===== src/rtl/cve_pkg.sv =====
package cve_pkg;

    parameter int unsigned TRIG_N_DEF = 16;
    parameter int unsigned TERM_N_DEF = 32;

    typedef enum logic {
        PH_IDLE = 1'b0,
        PH_OPEN = 1'b1
    } cyc_phase_e;

    typedef struct packed {
        logic start;
        logic stop;
    } cyc_ctrl_t;

endpackage


===== src/rtl/cve_cycle_ctrl.sv =====
module cve_cycle_ctrl
    import cve_pkg::*;
#(
    parameter int unsigned TRIG_N = TRIG_N_DEF
) (
    input  logic              clk,
    input  logic              rst,
    input  cyc_ctrl_t         ctrl,
    input  logic [TRIG_N-1:0] fired_in,
    output logic [TRIG_N-1:0] fired_q,
    output logic              capture_en,
    output logic              clear
);

    cyc_phase_e phase_q;

    always_ff @(posedge clk) begin
        if (rst) begin
            phase_q <= PH_IDLE;
            fired_q <= '0;
        end else if (ctrl.start) begin
            phase_q <= PH_OPEN;
            fired_q <= fired_in;
        end else if (ctrl.stop) begin
            phase_q <= PH_IDLE;
        end
    end

    always_comb begin
        clear      = ctrl.start;
        capture_en = (phase_q == PH_OPEN) && !ctrl.start;
    end

    p_fired_frozen_r7: assert property (@(posedge clk) disable iff (rst)
        !ctrl.start |=> $stable(fired_q));

endmodule


===== src/rtl/cve_term_latch.sv =====
module cve_term_latch #(
    parameter int unsigned TERM_N = cve_pkg::TERM_N_DEF
) (
    input  logic              clk,
    input  logic              rst,
    input  logic              clear,
    input  logic              capture_en,
    input  logic [TERM_N-1:0] done_in,
    input  logic [TERM_N-1:0] answer_in,
    output logic [TERM_N-1:0] done_s,
    output logic [TERM_N-1:0] accept_s
);

    logic [TERM_N-1:0] first_seen;

    always_comb first_seen = done_in & ~done_s;

    always_ff @(posedge clk) begin
        if (rst || clear) begin
            done_s   <= '0;
            accept_s <= '0;
        end else if (capture_en) begin
            done_s   <= done_s | done_in;
            accept_s <= (accept_s & done_s) | (first_seen & answer_in);
        end
    end

    p_done_sticky_r5: assert property (@(posedge clk) disable iff (rst)
        !clear |=> ((done_s & $past(done_s)) == $past(done_s)));

    p_answer_kept_r5: assert property (@(posedge clk) disable iff (rst)
        !clear |=> ((accept_s & $past(done_s)) == ($past(accept_s) & $past(done_s))));

    p_start_clears_r7: assert property (@(posedge clk) disable iff (rst)
        clear |=> (done_s == '0 && accept_s == '0));

endmodule


===== src/rtl/cve_mask_bank.sv =====
module cve_mask_bank #(
    parameter int unsigned TRIG_N = cve_pkg::TRIG_N_DEF,
    parameter int unsigned TERM_N = cve_pkg::TERM_N_DEF,
    localparam int unsigned IDX_W = (TRIG_N > 1) ? $clog2(TRIG_N) : 1
) (
    input  logic                          clk,
    input  logic                          rst,
    input  logic                          wr_en,
    input  logic [IDX_W-1:0]              wr_idx,
    input  logic [TERM_N-1:0]             wr_data,
    output logic [TRIG_N-1:0][TERM_N-1:0] masks
);

    for (genvar g = 0; g < TRIG_N; g++) begin : g_row
        always_ff @(posedge clk) begin
            if (rst) begin
                masks[g] <= '0;
            end else if (wr_en && (wr_idx == IDX_W'(g))) begin
                masks[g] <= wr_data;
            end
        end
    end

    p_mask_write_r1: assert property (@(posedge clk) disable iff (rst)
        (wr_en && (32'(wr_idx) < TRIG_N)) |=> (masks[$past(wr_idx)] == $past(wr_data)));

endmodule


===== src/rtl/cve_trig_eval.sv =====
module cve_trig_eval #(
    parameter int unsigned TERM_N = cve_pkg::TERM_N_DEF
) (
    input  logic              fired,
    input  logic [TERM_N-1:0] required,
    input  logic [TERM_N-1:0] done_s,
    input  logic [TERM_N-1:0] accept_s,
    output logic              confirm,
    output logic              veto
);

    logic [TERM_N-1:0] missing;
    logic [TERM_N-1:0] rejected;

    always_comb begin
        missing  = required & ~(done_s & accept_s);
        rejected = required & done_s & ~accept_s;
        confirm  = fired && (missing == '0);
        veto     = fired && (rejected != '0);
    end

endmodule


===== src/rtl/confirm_veto_eval.sv =====
module confirm_veto_eval
    import cve_pkg::*;
#(
    parameter int unsigned TRIG_N = TRIG_N_DEF,
    parameter int unsigned TERM_N = TERM_N_DEF,
    localparam int unsigned IDX_W = (TRIG_N > 1) ? $clog2(TRIG_N) : 1
) (
    input  logic              clk,
    input  logic              rst,
    input  logic              cyc_start,
    input  logic              cyc_end,
    input  logic [TRIG_N-1:0] fired_in,
    input  logic [TERM_N-1:0] term_done,
    input  logic [TERM_N-1:0] term_answer,
    input  logic              mask_wr_en,
    input  logic [IDX_W-1:0]  mask_wr_idx,
    input  logic [TERM_N-1:0] mask_wr_data,
    output logic [TRIG_N-1:0] confirm,
    output logic [TRIG_N-1:0] veto,
    output logic              any_confirmed,
    output logic              all_vetoed
);

    cyc_ctrl_t                  ctrl;
    logic [TRIG_N-1:0]          fired_q;
    logic                       capture_en;
    logic                       clear;
    logic [TERM_N-1:0]          done_s;
    logic [TERM_N-1:0]          accept_s;
    logic [TRIG_N-1:0][TERM_N-1:0] masks;

    always_comb begin
        ctrl.start = cyc_start;
        ctrl.stop  = cyc_end;
    end

    cve_cycle_ctrl #(.TRIG_N(TRIG_N)) u_ctrl (
        .clk        (clk),
        .rst        (rst),
        .ctrl       (ctrl),
        .fired_in   (fired_in),
        .fired_q    (fired_q),
        .capture_en (capture_en),
        .clear      (clear)
    );

    cve_term_latch #(.TERM_N(TERM_N)) u_terms (
        .clk        (clk),
        .rst        (rst),
        .clear      (clear),
        .capture_en (capture_en),
        .done_in    (term_done),
        .answer_in  (term_answer),
        .done_s     (done_s),
        .accept_s   (accept_s)
    );

    cve_mask_bank #(.TRIG_N(TRIG_N), .TERM_N(TERM_N)) u_masks (
        .clk     (clk),
        .rst     (rst),
        .wr_en   (mask_wr_en),
        .wr_idx  (mask_wr_idx),
        .wr_data (mask_wr_data),
        .masks   (masks)
    );

    for (genvar t = 0; t < TRIG_N; t++) begin : g_trig
        cve_trig_eval #(.TERM_N(TERM_N)) u_eval (
            .fired    (fired_q[t]),
            .required (masks[t]),
            .done_s   (done_s),
            .accept_s (accept_s),
            .confirm  (confirm[t]),
            .veto     (veto[t])
        );
    end

    always_comb begin
        any_confirmed = |confirm;
        all_vetoed    = (fired_q != '0) && ((fired_q & ~veto) == '0);
    end

    p_unfired_quiet_r4: assert property (@(posedge clk) disable iff (rst)
        ((confirm | veto) & ~fired_q) == '0);

    p_no_dual_outcome_r2: assert property (@(posedge clk) disable iff (rst)
        (confirm & veto) == '0);

    p_hold_after_end_r6: assert property (@(posedge clk) disable iff (rst)
        (!capture_en && !cyc_start && !mask_wr_en) |=> ($stable(confirm) && $stable(veto)));

    p_all_vetoed_r10: assert property (@(posedge clk) disable iff (rst)
        all_vetoed |-> (!any_confirmed && veto == fired_q));

    p_any_confirmed_r9: assert property (@(posedge clk) disable iff (rst)
        any_confirmed |-> (confirm != '0));

endmodule


===== config.mk =====
export PLATFORM = sky130hd
export DESIGN_NAME = confirm_veto_eval
export DESIGN_NICKNAME = d
export VERILOG_FILES = /design/src/rtl/cve_pkg.sv /design/src/rtl/cve_cycle_ctrl.sv /design/src/rtl/cve_term_latch.sv /design/src/rtl/cve_mask_bank.sv /design/src/rtl/cve_trig_eval.sv /design/src/rtl/confirm_veto_eval.sv
export SDC_FILE = /design/constraint.sdc
export NUM_CORES = 2
export LEC_CHECK = 0
export BUFFER_PORTS_ARGS = -buffer_cell sky130_fd_sc_hd__buf_4
export CORE_MARGIN = 2
export CORE_UTILIZATION = 30
export CTS_CLUSTER_DIAMETER = 200
export DETAILED_ROUTE_END_ITERATION = 10
export PLACE_DENSITY = 0.56
export REMOVE_ABC_BUFFERS = 1
export SYNTH_ARGS = -nofsm -noshare
export SYNTH_HDL_FRONTEND = slang
export SYNTH_SLANG_ARGS = --single-unit

===== constraint.sdc =====
create_clock -name clk -period 2.7 [get_ports clk]
set_input_delay 0.27 -clock clk [delete_from_list [all_inputs] [get_ports clk]]
set_output_delay 0.27 -clock clk [all_outputs]
set_load 0.01 [all_outputs]

; ---- Yosys cells after proc, flatten, opt, wreduce, memory -nomap -nowiden
; Index checks and enable logic that the tools add are counted.
; W data, S select, Z words.
[totals]
reg_bits = 593
word_cells = 184
[classes]
eq_ne = 15
n_mux = 2
bitwise_logic = 58
reduce_logical = 89
[op_table]
columns = operator, n
row1 = $and A32 B32 Y32, 51
row2 = $logic_not A32 Y1, 16
row3 = $reduce_bool A32 Y1, 16
row4 = $not A32 Y32, 3
row5 = $or A32 B32 Y32, 2
row6 = $logic_and A1 B1 Y1, 50
row7 = $eq A4 B4 Y1 const B, 8
row8 = $and A16 B16 Y16, 1
row9 = $eq A4 B3 Y1 const B, 4
row10 = $logic_not A16 Y1, 1
row11 = $not A16 Y16, 1
row12 = $reduce_bool A16 Y1, 1
row13 = $reduce_or A16 Y1, 1
row14 = $eq A4 B2 Y1 const B, 2
row15 = $eq A4 B1 Y1 const B, 1
row16 = $logic_not A4 Y1, 1
row17 = $mux W1, 2
row18 = $reduce_bool A2 Y1, 1
row19 = $logic_not A1 Y1, 1
row20 = $logic_or A1 B1 Y1, 1

; ---- Depth between registers and ports, before layout
[depth]
depth_word = 8
ltp_mapped = 9
ltp_nobuf = 7

; ---- Modules after synthesis
; Synthesis repeated with hierarchy kept, for this count alone.
[unflattened]
cells_unflattened = 3852
hier_area_um2 = 31821.8
[by_module_without_submodules]
columns = mod, n_inst, cells_each, area_each_um2, seq_area_each_um2
row1 = cve_mask_bank, 1, 1772, 19776.5, 10249.8
row2 = cve_trig_eval, 16, 109, 556.8, 0.0
row3 = cve_term_latch, 1, 243, 2308.5, 1281.2
row4 = cve_cycle_ctrl, 1, 58, 633.1, 340.3
row5 = confirm_veto_eval, 1, 35, 195.2, 0.0

; ---- Least setup slack after synthesis
; No wires, ideal clock.
[synth_timing]
path_kind = flip-flop to output port
from = register u_terms.done_s[6]
to = output all_vetoed
arrival_time_ns = 2.050
t_required_ns = 2.430
path_slack_ns = 0.380
path_stages_with_launch = 10
n_path_buf = 2
cell_sequence = dfxtp_1 > buf_4 > and2b_1 > buf_6 > a22oi_1 > nand4_1 > nor4_1 > a2111o_1 > a2111o_1 > nor4_2
[synth_via]
elab_chain_cells = 8
[synth_rtl]
columns = item, line
row1 = "start, declared", cve_term_latch.sv:10  ; output logic [TERM_N-1:0] done_s,
row2 = "start signal, assigned", cve_term_latch.sv:23  ; done_s <= done_s | done_in;
row3 = $and A32 B32 Y32 (2 in a row), cve_trig_eval.sv:17  ; rejected = required & done_s & ~accept_s;
row4 = $reduce_bool A32 Y1, cve_trig_eval.sv:19  ; veto = fired && (rejected != '0);
row5 = $logic_and A1 B1 Y1, cve_trig_eval.sv:19
row6 = $not A16 Y16 (*), confirm_veto_eval.sv:80  ; all_vetoed = (fired_q != '0) && ((fired_q & ~veto) == '0);
row7 = $and A16 B16 Y16 (*), confirm_veto_eval.sv:80
row8 = $logic_not A16 Y1 (*), confirm_veto_eval.sv:80
row9 = $logic_and A1 B1 Y1 (*), confirm_veto_eval.sv:80
row10 = "end, declared", confirm_veto_eval.sv:21  ; output logic all_vetoed
; Mark *: on every way between the ends. The rest lies on a longest branch, timed or not.

; ---- Final worst setup path
[layout_timing]
from = register u_terms.accept_s[24]
to = output all_vetoed
[layout_via]
elab_chain_cells = 8
[layout_rtl]
columns = item, line
row1 = "start, declared", cve_term_latch.sv:11  ; output logic [TERM_N-1:0] accept_s
row2 = "start signal, assigned", cve_term_latch.sv:24  ; accept_s <= (accept_s & done_s) | (first_seen & answer_in);
row3 = $not A32 Y32 (*), cve_trig_eval.sv:17
row4 = $and A32 B32 Y32, cve_trig_eval.sv:17
row5 = $reduce_bool A32 Y1, cve_trig_eval.sv:19
row6 = $logic_and A1 B1 Y1, cve_trig_eval.sv:19
row7 = $not A16 Y16 (*), confirm_veto_eval.sv:80
row8 = $and A16 B16 Y16 (*), confirm_veto_eval.sv:80
row9 = $logic_not A16 Y1 (*), confirm_veto_eval.sv:80
row10 = $logic_and A1 B1 Y1 (*), confirm_veto_eval.sv:80
; Marks and branches as above.

==> results.json <==
{
  "p_int_mw": 15.0,
  "timing_worst_setup_path_type": "reg -> out",
  "clockRootBuffer": "sky130_fd_sc_hd__clkbuf_16",
  "tritoncts.num_buffers": 67,
  "critical_path_arrival_ps": 3160,
  "initial_util_pct": 30.4,
  "drv.max_cap_violation_count": 0,
  "r2r_start": "u_ctrl.phase_q",
  "met2_usage_grt_pct": 50.0,
  "met3_usage_pct": 12.0,
  "yosys_warning_total": 0,
  "worst_pin_slew_ps": 928,
  "timing.max_slew.rel_slack_pct": 38.0,
  "synth_enable_flop_cells": 0,
  "fmaxAchievable_mhz": 291,
  "critPathMaxFanout": 5,
  "timing.final.max_slew_violations": 0,
  "clk_slew_on_worst_s_h_paths_ps": 70,
  "hold_violations": 0,
  "clock_tree.buffer_depth": 3,
  "drt_pass1_iterations": 7,
  "fp.dieH_um": 306,
  "static-leakage-power_nw": 15.0,
  "fp.dieW_um": 306,
  "final.min_clock_period_ps": 3430,
  "clock_power_share_pct": 46.1,
  "synthesis.area_mm2": 0.0274,
  "groute.layer.met1.usage_pct": 46.2,
  "syn2layout_area_growth_pct": 45.2,
  "synth_largest_area_cell": "sky130_fd_sc_hd__dfxtp_1",
  "core.rowCount": 110,
  "wl_per_cell_um": 32.2,
  "core_region_area_mm2": 0.0903,
  "synthFlopType": "sky130_fd_sc_hd__dfxtp_1",
  "grt_setup_unrepaired": "yes",
  "combinational_group_share_of_total_power_pct": 10.0,
  "worst_hold_startpoint": "fired_in[2]",
  "clock_sink_count": 593,
  "setup_ws_ps": -734,
  "final.setup_skew_ps": 26.9,
  "seqPwrFrac_pct": 43.9,
  "mostFrequentLayoutCells": "1063 x sky130_fd_sc_hd__nand2_1, 584 x sky130_fd_sc_hd__a21oi_1, 545 x sky130_fd_sc_hd__buf_4",
  "preCtsSetupSlack_ps": -603,
  "num_vias": 33400,
  "vias_in_the_first_global_route": 30800,
  "postSynthCellCount": 3605,
  "worst-r2r-cell-count": 6,
  "totalNegativeSetupSlack_ps": -9210,
  "seq_area_frac_synth_pct": 43.3,
  "timing.critical_path.from_type": "flop",
  "detail_route.drc_violations": 0,
  "num-nets-final": 4324,
  "port-buffer-count": 154,
  "peak_supply_drop_mv": 0.373,
  "hpwlAfterDp_um": 119000,
  "first_pass_grt_wire_length_um": 238000,
  "globalRouteTotalUtil_pct": 35.8,
  "tritoncts_clock_tree": "done",
  "grt_start_max_net_pins": 136,
  "syn_avg_cell_area_um2": 7.61,
  "crit_end": "all_vetoed",
  "finalWirelength_um": 175000,
  "gr-max-usage-layer": "met2",
  "viasPerCell": 6.15,
  "worst_setup_path_startpoint": "u_terms.accept_s[24]",
  "switching_share_pct": 26.8,
  "ios": 155,
  "insertion_delay_ps": 630,
  "final_common_cell": "sky130_fd_sc_hd__nand2_1",
  "status": "finished, violations left",
  "h-tree-depth": 3,
  "gp_congestion": 1.05,
  "net-switching-power_mw": 5.51,
  "die-area_mm2": 0.0938,
  "ys_ff_latch": 593,
  "hold_path.class": "in -> reg",
  "async_reset_ff_share_pct": 0,
  "violated_checks": "negative setup slack",
  "top_cell_type_s_share_of_synthesized_area_pct": 43.3,
  "post_synth_main_area_contributors": "sky130_fd_sc_hd__dfxtp_1 43%, sky130_fd_sc_hd__nand2_1 15%, sky130_fd_sc_hd__a21oi_1 11%, sky130_fd_sc_hd__a22oi_1 5.7%, sky130_fd_sc_hd__clkbuf_1 3.7%",
  "hold_slack_ps": 18.8,
  "ff2ff_setup_slack_ps": 960,
  "drive_gt1_share_pct": 29.3,
  "synth_cell_types": 47,
  "period_share_pct": 127,
  "grt_antenna_before_repair": 5,
  "grt_overflow_total": 0,
  "crit_path_end_kind": "primary output",
  "required_ps": 2430,
  "total_power_mw": 20.5,
  "reg2reg_to": "u_terms.accept_s[26]",
  "cellPowerDensity_mw_per_mm2": 515,
  "first_iter_violations": 5709,
  "endpoints_failing_setup": 33,
  "final_antenna_violating_net_count": 0
}
==> critical path, stage by stage (launching register included) <==
cell and delay, ps:
sky130_fd_sc_hd__dfxtp_2 320, sky130_fd_sc_hd__and2b_4 400, sky130_fd_sc_hd__buf_4 210, sky130_fd_sc_hd__buf_6 180, sky130_fd_sc_hd__a22oi_2 100, sky130_fd_sc_hd__nand3_1 100
sky130_fd_sc_hd__or4_4 150, sky130_fd_sc_hd__o22ai_2 70, sky130_fd_sc_hd__a2111o_1 490, sky130_fd_sc_hd__nor4_4 330, sky130_fd_sc_hd__buf_4 180
==> repair_timing <==
action / CTS / global route
pin swaps: 118 / 93
endpoints found under the setup margin: 34 / 34
hold buffers: 81 / 0
endpoints found under the hold margin: 90 / 0
gates resized for setup: 540 / 135
buffers inserted: 80 / 44
==> layer usage <==
metal	share of wire, %	wire length, um	vias to the layer above
li1	-	-	14000
met1	38	65700	15800
met2	39	69000	2784
met3	14	25200	797
met4	8.6	15000	6
met5	0.034	60	-
==> area by class of cell <==
type                            count  area, um^2
Antenna cell                        2        5.00
Clock buffer                       93        1950
Clock inverter                     22         234
Fill cell                        8947       50500
Inverter                           11        41.3
Multi-Input combinational cell   2650       15700
Sequential cell                   593       12000
Tap cell                         1176        1470
Timing Repair Buffer              880        8440
==> how the worst min path moves through the flow <==
stage / to / slack (ps) / depth (start not counted)
after global routing: u_ctrl.fired_q[2] / 50 / 3
after floorplan: u_masks.masks[0] / 340 / 1
after detailed placement: u_masks.masks[98] / 460 / 2
final: u_ctrl.fired_q[2] / 20 / 3
after global placement: u_masks.masks[161] / 460 / 2
after CTS: u_ctrl.fired_q[2] / 10 / 3
==> power groups by stage <==
stage                     Combinational (mW)  Clock (mW)  Sequential (mW)
final                                   2.05        9.45             9.01
after global routing                    2.07        9.79             9.01
after floorplan                        0.478           0             9.15
after global placement                  1.67           0             9.20
after detailed placement                1.68           0             9.20
after CTS                               1.92        9.47             9.00
==> through the flow <==
stage | std cells | utilization (%) | cell area (um^2)
3_3_place_gp | 5133 | 37.0 | 33400
2_1_floorplan | 3254 | - | 25900
4_1_cts | 5397 | 43.3 | 39100
6_report | 5427 | 44.1 | 39800
3_5_place_dp | 5133 | 37.0 | 33400
5_1_grt | 5425 | 44.1 | 39800
==> flip-flops by register name, summed over array words and instances, names as in the netlist <==
register / cells
u_terms.accept_s: 32
u_ctrl.phase_q: 1
u_terms.done_s: 32
u_masks.masks: 512
u_ctrl.fired_q: 16
==> cells by family after synthesis <==
group,Yosys count,share of synthesized area (%)
mux,16,0.584
compound gates,1079,25.1
buf+inv,362,5.79
flops,593,43.3
simple gates,1555,25.2
==> cells in the mapped netlist (2+ instances only) <==
library cell / number
sky130_fd_sc_hd__a2111o_1: 2
sky130_fd_sc_hd__a2111oi_0: 21
sky130_fd_sc_hd__a21boi_0: 2
sky130_fd_sc_hd__a21oi_1: 585
sky130_fd_sc_hd__a221oi_1: 99
sky130_fd_sc_hd__a222oi_1: 16
sky130_fd_sc_hd__a22o_1: 103
sky130_fd_sc_hd__a22oi_1: 210
sky130_fd_sc_hd__a22oi_2: 2
sky130_fd_sc_hd__and2_1: 5
sky130_fd_sc_hd__and2b_1: 16
sky130_fd_sc_hd__and2b_2: 7
sky130_fd_sc_hd__and3b_1: 63
sky130_fd_sc_hd__buf_1: 6
sky130_fd_sc_hd__buf_2: 20
sky130_fd_sc_hd__buf_4: 47
sky130_fd_sc_hd__buf_6: 3
sky130_fd_sc_hd__clkbuf_1: 272
sky130_fd_sc_hd__clkbuf_2: 3
sky130_fd_sc_hd__dfxtp_1: 593
sky130_fd_sc_hd__inv_1: 11
sky130_fd_sc_hd__mux2i_1: 16
sky130_fd_sc_hd__nand2_1: 1092
sky130_fd_sc_hd__nand2b_1: 3
sky130_fd_sc_hd__nand3_1: 68
sky130_fd_sc_hd__nand3b_1: 48
sky130_fd_sc_hd__nand4_1: 78
sky130_fd_sc_hd__nor2_1: 100
sky130_fd_sc_hd__nor2b_1: 16
sky130_fd_sc_hd__nor3_1: 26
sky130_fd_sc_hd__nor4_1: 16
sky130_fd_sc_hd__o21ai_0: 33
sky130_fd_sc_hd__or2_2: 3
sky130_fd_sc_hd__or4_1: 7
Note: power is estimated with default switching activity, not from simulation.
